**src/rtl/gpo_pkg.sv**
```systemverilog
package gpo_pkg;

    localparam int DATA_W = 32;
    localparam int HALF_W = DATA_W / 2;
    localparam int ADDR_W = 4;

    localparam logic [ADDR_W-1:0] OFF_LO   = 4'h0;
    localparam logic [ADDR_W-1:0] OFF_HI   = 4'h4;
    localparam logic [ADDR_W-1:0] OFF_FULL = 4'h8;

    typedef enum logic [1:0] {
        TGT_NONE = 2'd0,
        TGT_LO   = 2'd1,
        TGT_HI   = 2'd2,
        TGT_FULL = 2'd3
    } gpo_tgt_e;

    typedef struct packed {
        logic lo;
        logic hi;
        logic full;
    } gpo_sel_t;

    function automatic gpo_tgt_e decode_off(input logic [ADDR_W-1:0] a);
        case (a)
            OFF_LO:   decode_off = TGT_LO;
            OFF_HI:   decode_off = TGT_HI;
            OFF_FULL: decode_off = TGT_FULL;
            default:  decode_off = TGT_NONE;
        endcase
    endfunction

    function automatic logic [HALF_W-1:0] keep_merge(
        input logic [HALF_W-1:0] keep,
        input logic [HALF_W-1:0] din,
        input logic [HALF_W-1:0] cur
    );
        keep_merge = (keep & cur) | (~keep & din);
    endfunction

endpackage

```
**src/rtl/gpo_addr_decode.sv**
```systemverilog
module gpo_addr_decode
    import gpo_pkg::*;
(
    input  logic [ADDR_W-1:0] addr,
    input  logic              wr_en,
    output gpo_sel_t          wr_sel,
    output gpo_tgt_e          tgt
);
    always_comb begin
        tgt         = decode_off(addr);
        wr_sel.lo   = wr_en && (tgt == TGT_LO);
        wr_sel.hi   = wr_en && (tgt == TGT_HI);
        wr_sel.full = wr_en && (tgt == TGT_FULL);
    end
endmodule

```
**src/rtl/gpo_half_lane.sv**
```systemverilog
module gpo_half_lane
    import gpo_pkg::*;
(
    input  logic              clk,
    input  logic              rst,
    input  logic              mwr,
    input  logic [HALF_W-1:0] keep,
    input  logic [HALF_W-1:0] din,
    input  logic              fwr,
    input  logic [HALF_W-1:0] fdin,
    output logic [HALF_W-1:0] q
);
    logic [HALF_W-1:0] q_nxt;

    always_comb begin
        q_nxt = q;
        if (fwr)
            q_nxt = fdin;
        else if (mwr)
            q_nxt = keep_merge(keep, din, q);
    end

    always_ff @(posedge clk) begin
        if (rst) q <= '0;
        else     q <= q_nxt;
    end

    // Bits flagged "keep" must not move across a masked write
    assert_keep_hold_R2: assert property (@(posedge clk) disable iff (rst)
        (mwr && !fwr) |=> (((q ^ $past(q)) & $past(keep)) == '0));

    // Bits not flagged take the written data
    assert_load_free_R9: assert property (@(posedge clk) disable iff (rst)
        (mwr && !fwr) |=> (((q ^ $past(din)) & ~$past(keep)) == '0));
endmodule

```
**src/rtl/gpo_read_mux.sv**
```systemverilog
module gpo_read_mux
    import gpo_pkg::*;
(
    input  gpo_tgt_e          tgt,
    input  logic [DATA_W-1:0] cur,
    output logic [DATA_W-1:0] rdata
);
    always_comb begin
        unique case (tgt)
            TGT_LO:   rdata = {{HALF_W{1'b0}}, cur[HALF_W-1:0]};
            TGT_HI:   rdata = {{HALF_W{1'b0}}, cur[DATA_W-1:HALF_W]};
            TGT_FULL: rdata = cur;
            default:  rdata = '0;
        endcase
    end

    // Keep flags are write-only: upper read half is zero for masked ports
    assert_rd_keep_zero_R5: assert final (!((tgt == TGT_LO || tgt == TGT_HI) && rdata[DATA_W-1:HALF_W] != '0));
    // Unmapped offsets read as zero
    assert_rd_unmapped_R8: assert final (!(tgt == TGT_NONE && rdata != '0));
endmodule

```
**src/rtl/gpo_mask_out.sv**
```systemverilog
module gpo_mask_out
    import gpo_pkg::*;
(
    input  logic              clk,
    input  logic              rst,
    input  logic [ADDR_W-1:0] bus_addr,
    input  logic              bus_wr_en,
    input  logic [DATA_W-1:0] bus_wdata,
    output logic [DATA_W-1:0] bus_rdata,
    output logic [DATA_W-1:0] gpo_value
);
    gpo_sel_t sel;
    gpo_tgt_e tgt;
    logic [HALF_W-1:0] half_q [2];

    gpo_addr_decode u_dec (
        .addr  (bus_addr),
        .wr_en (bus_wr_en),
        .wr_sel(sel),
        .tgt   (tgt)
    );

    for (genvar h = 0; h < 2; h++) begin : g_lane
        gpo_half_lane u_lane (
            .clk (clk),
            .rst (rst),
            .mwr ((h == 0) ? sel.lo : sel.hi),
            .keep(bus_wdata[DATA_W-1:HALF_W]),
            .din (bus_wdata[HALF_W-1:0]),
            .fwr (sel.full),
            .fdin(bus_wdata[h*HALF_W +: HALF_W]),
            .q   (half_q[h])
        );
        assign gpo_value[h*HALF_W +: HALF_W] = half_q[h];
    end

    gpo_read_mux u_rd (
        .tgt  (tgt),
        .cur  (gpo_value),
        .rdata(bus_rdata)
    );

    assert_reset_zero_R1: assert property (@(posedge clk)
        rst |=> (gpo_value == '0));

    assert_idle_stable_R7: assert property (@(posedge clk) disable iff (rst)
        !bus_wr_en |=> $stable(gpo_value));

    assert_unmapped_wr_R8: assert property (@(posedge clk) disable iff (rst)
        (bus_wr_en && decode_off(bus_addr) == TGT_NONE) |=> $stable(gpo_value));

    assert_hi_untouched_R2: assert property (@(posedge clk) disable iff (rst)
        sel.lo |=> $stable(gpo_value[DATA_W-1:HALF_W]));

    assert_lo_untouched_R3: assert property (@(posedge clk) disable iff (rst)
        sel.hi |=> $stable(gpo_value[HALF_W-1:0]));

    assert_full_load_R4: assert property (@(posedge clk) disable iff (rst)
        sel.full |=> (gpo_value == $past(bus_wdata)));
endmodule

```
**config.mk**
```make
export PLATFORM = sky130hd
export DESIGN_NAME = gpo_mask_out
export DESIGN_NICKNAME = d
export VERILOG_FILES = /design/src/rtl/gpo_pkg.sv /design/src/rtl/gpo_addr_decode.sv /design/src/rtl/gpo_half_lane.sv /design/src/rtl/gpo_read_mux.sv /design/src/rtl/gpo_mask_out.sv
export SDC_FILE = /design/constraint.sdc
export NUM_CORES = 1
export LEC_CHECK = 0
export BUFFER_PORTS_ARGS = -buffer_cell sky130_fd_sc_hd__buf_2
export CORE_ASPECT_RATIO = 0.8
export CORE_MARGIN = 2
export CORE_UTILIZATION = 30
export CTS_CLUSTER_DIAMETER = 120
export DETAILED_ROUTE_END_ITERATION = 8
export HOLD_SLACK_MARGIN = 0.08
export PLACE_DENSITY = 0.57
export SYNTH_ARGS = -nofsm -noshare
export SYNTH_HDL_FRONTEND = slang
export SYNTH_SLANG_ARGS = --single-unit
```
**constraint.sdc**
```tcl
create_clock -name clk -period 1.1 [get_ports clk]
set_input_delay 0.055 -clock clk [delete_from_list [all_inputs] [get_ports clk]]
set_output_delay 0.055 -clock clk [all_outputs]
set_load 0.02 [all_outputs]
```
Word level (Yosys, flattened, before mapping)
Index checks and enable logic that the tools add are counted.
- input bits: 39
- flip-flop bits (word level): 32
- logic and storage cells: 25
- output and inout port bits: 64
- muxes and demuxes: 6
- equality and inequality tests: 5
- reduce and logical (&&, ||, !) cells: 6
- bitwise logic cells: 6
- operators by type and width (operator ; number):
    32-bit one-hot mux with 3 select lines ; 1
    16-bit 2-to-1 mux ; 4
    16-bit bitwise AND ; 3
    16-bit OR ; 2
    16-bit inverter ; 1
    2-bit one-hot mux with 3 select lines ; 1
    2-bit equality test (second input constant) ; 2
    4-bit by 3-bit equality test with 1-bit output (second input constant) ; 1
    4-bit equality test (second input constant) ; 1
    4-bit logical NOT ; 1
    2-bit nonzero test ; 2
    1-bit logical AND ; 3
    2-bit by 1-bit equality test with 1-bit output (second input constant) ; 1

Longest topological paths before layout
- depth in word-level cells: 6
- depth in mapped cells: 6
- mapped depth without buffers: 3

By module
From an unflattened synthesis, not the netlist that was laid out.
- cell total of the unflattened synthesis: 252
- area, all modules: 2466.1 µm²
- by module, submodules not included (module ; cells an instance ; area each (µm²) ; seq. area each (µm²) ; instances):
    gpo_half_lane ; 103 ; 1063.5 ; 320.3 ; 2
    gpo_read_mux ; 39 ; 287.8 ; 0.0 ; 1
    gpo_addr_decode ; 7 ; 51.3 ; 0.0 ; 1

Worst setup path after synthesis
Ideal clock, no wire load.
- path kind: in2reg
- from: in bus_addr[1]
- to: reg (tool-made name)
- stages: 5
- arrival: 1135 ps
- required time: 1028 ps
- slack: -106 ps
- library setup time: 72 ps
- buffers on the path: 2
- cell sequence: or4b_1 > buf_6 > buf_12 > a21oi_2 > mux2i_1
- RTL lines (element ; RTL line ; RTL):
    start, declared ; gpo_mask_out.sv:6 ; input logic [ADDR_W-1:0] bus_addr,

Worst setup path after layout
- from: in bus_addr[1]
- to: out bus_rdata[10]
- cells in the longest elaborated chain, start to end: 4
- elaborated cells between the ends (all ways): 8
- classes of those cells: 5 x eq/ne; 2 x mux; 1 x reduce/logical
- ends and longest elaborated chain (element ; RTL line ; RTL):
    4-bit equality test (tied with other cells) ; gpo_pkg.sv:25 ; case (a)
    2-bit one-hot mux with 3 select lines * ; gpo_pkg.sv:25 ;
    2-bit equality test or 2-bit by 1-bit equality test with 1-bit output (tied branches) ; gpo_read_mux.sv:9 ; unique case (tgt)
    32-bit one-hot mux with 3 select lines * ; gpo_read_mux.sv:9 ;
    end, declared ; gpo_mask_out.sv:9 ; output logic [DATA_W-1:0] bus_rdata,
Mark *: on every way between the ends. The rest lies on a longest branch, timed or not.

==> out/qor.csv <==
stage,metric,value,unit
cells_and_area,drive_gt1_frac,0.478,
global_route,grt.overflow.total,0,
yosys,postSynthCellCount,224,
timing,finalSetupViolations,0,
critical_path,required,1040,ps
yosys,yosys.cell_types.count,26,
placement,dpl_cell_area,2730,µm²
timing,fin_hold_ws,86.5,ps
cells_and_area,final_cell_mix,"90 x buf_2, 32 x nand2_1, 31 x buf_4",
timing,fin_crit,1080,ps
power_and_ir_drop,power.switching,0.772,mW
clocking,clk_pin_slew,70,ps
drt,dr.pass1.iters,4,
global_route,antenna_found_initial,0,
clocking,insertion_delay,280,ps
timing,clock.fmax,930,MHz
die,io_pins,103,
die,start_util,0.317,
job,maxCapViolCount,0,
placement,gp_congestion,0.805,
die,die_area,7000,µm²
timing,slew_headroom,0.820,
yosys,yosys_warnings,0,
cells_and_area,nNetsFinal,403,
drt,wl,6.88,mm
outcome,status,completed,
clocking,cts_root_buffer,clkbuf_8,
critical_path,startpoint_type,primary input,
critical_path,critPathMaxFanout,5,
power_and_ir_drop,powerDensity,850,nW/µm²
power_and_ir_drop,p_clk_frac,0.325,
timing,period_share,0.977,
drt,drt_iter0_drc,102,
global_route,grt_max_degree,22,
placement,portBuffers,102,
global_route,grt_pass1_wl,10.3,mm
timing,final_hold_viol_count,0,
power_and_ir_drop,p_seq_frac,0.451,
yosys,synth.avg_cell_area,8.50,µm²
clocking,clk_path_buf_depth,2,
die,fp.dieW,93.1,µm
timing,slew_viol_final,0,
placement,post-place-ws,-240,ps
critical_path,path_class,primary input to output pin,
timing,finClkSkew,0,ps
clocking,htree_num_levels,2,
critical_path,endpoint_kind,output pin,
power_and_ir_drop,combPwrFrac,0.224,
power_and_ir_drop,intPower,1.89,mW
power_and_ir_drop,swShare,0.290,
die,die_h,75.3,µm
clocking,cts_tree,built,
yosys,synth-seq-area-share,0.336,
drt,drc,0,
yosys,synth_area,1900,µm²
drt,route.antenna.remaining_nets,0,
critical_path,rrSetupSlack,420,ps
cells_and_area,final_common_cell,buf_2,
clocking,cts_made_buffers,5,
global_route,grt_usage,0.191,
die,coreArea,6010,µm²
global_route,grt_pass1_vias,2089,
power_and_ir_drop,max-vdd-ir-drop,482,µV
timing,setup_ws,24.9,ps
placement,hpwl,5.01,mm
drt,routedWlPerCell,15.5,µm
critical_path,worst_ep_arrival_time,1020,ps
yosys,syn_nets,263,
cells_and_area,area_growth,64.7,%
die,rows,25,
yosys,ys_ff_latch,32,
cells_and_area,finish.instance_area,3140,µm²
timing,rsz0062_at_grt,true,
power_and_ir_drop,p_leak,1.52,nW
cells_and_area,diodes,0,
drt,vias_per_cell,4.99,
clocking,clock-sinks,32,
timing,worst_slew_pin_slew,267,ps
worst_hold_path,min_path_type,primary input to flop,
drt,via_count,2221,
-- power groups by stage --
stage | clock network (mW) | registers, mW | logic, mW
final | 0.868 | 1.20 | 0.597
after global routing | 0.930 | 1.20 | 0.644
after CTS | 0.886 | 1.20 | 0.575
after detailed placement | 0 | 1.23 | 0.509
after global placement | 0 | 1.23 | 0.508
after floorplan | 0 | 1.25 | 0.219
-- synthesized netlist by cell type, drive strengths merged --
| cell type | n | area (µm²) |
|---|---|---|
| xnor2 | 1 | 8.76 |
| a22oi | 16 | 120 |
| nand3 | 1 | 5.00 |
| buf | 8 | 67.6 |
| inv | 2 | 7.51 |
| clkbuf | 13 | 50.0 |
| and2 | 1 | 6.26 |
| a22o | 16 | 140 |
| a21oi | 16 | 118 |
| nor2b | 18 | 113 |
| mux2i | 16 | 160 |
| nor3 | 1 | 5.00 |
| and3 | 16 | 100 |
| or4b | 1 | 10.0 |
| or3b | 1 | 8.76 |
| nor2 | 1 | 3.75 |
| o311ai | 16 | 140 |
| dfxtp | 32 | 641 |
| o21ai | 16 | 80.1 |
| nand2 | 32 | 120 |
-- cell families after synthesis --
| logic type | synth area share |
|---|---|
| compound gates | 0.314 |
| simple gates | 0.195 |
| xor+xnor | 0.00460 |
| buf+inv | 0.0657 |
| flops | 0.336 |
| mux | 0.0841 |
-- per-layer routing --
| layer | vias up | track usage | share of wire |
|---|---|---|---|
| li1 | 1118 | - | - |
| met1 | 1024 | 0.257 | 0.48 |
| met2 | 72 | 0.308 | 0.45 |
| met3 | 7 | 0.0460 | 0.060 |
| met4 | 0 | 0.0572 | 0.0089 |
| met5 | - | 0 | 0 |
-- through the flow --
stage,utilization,std cells,power [mW],TNS [ps]
floorplan,-,224,1.47,-1200
global placement,0.454,417,1.73,-6170
detailed placement,0.454,417,1.74,-7220
CTS,0.505,444,2.66,0
global route,0.522,445,2.78,-180
finish,0.522,445,2.67,0
-- critical path, cell delays in order --
cell and delay, ps:
buf_6 100, buf_6 110, nor2_4 120, and2_4 200
clkbuf_16 160, a22o_1 150, buf_6 120
-- worst paths after layout --
path                               startpoint            end  cells past startpoint
worst max-delay path              bus_addr[1]  bus_rdata[10]                      7
worst min-delay path            bus_wdata[16]           flop                      3
worst max register to register           flop           flop                      2
worst min register to register           flop           flop                      2
-- area by class of cell --
type / count / area, µm²
multi-input combinational: 169 / 1240
tap: 81 / 101
sequential: 32 / 651
clock inverter: 1 / 5.00
fill: 593 / 2870
clock buffer: 6 / 72.6
timing repair buffer: 154 / 1060
inverter: 2 / 7.51
-- timing repair --
action | in CTS | in global routing
buffers inserted | 2 | 0
hold buffers | 18 | 0
hold endpoints to repair | 18 | 0
setup endpoints to repair | 28 | 33
pin swaps | 0 | 4
resized for setup | 10 | 30
gates cloned | 0 | 1
(Power assumes the default switching activity.)
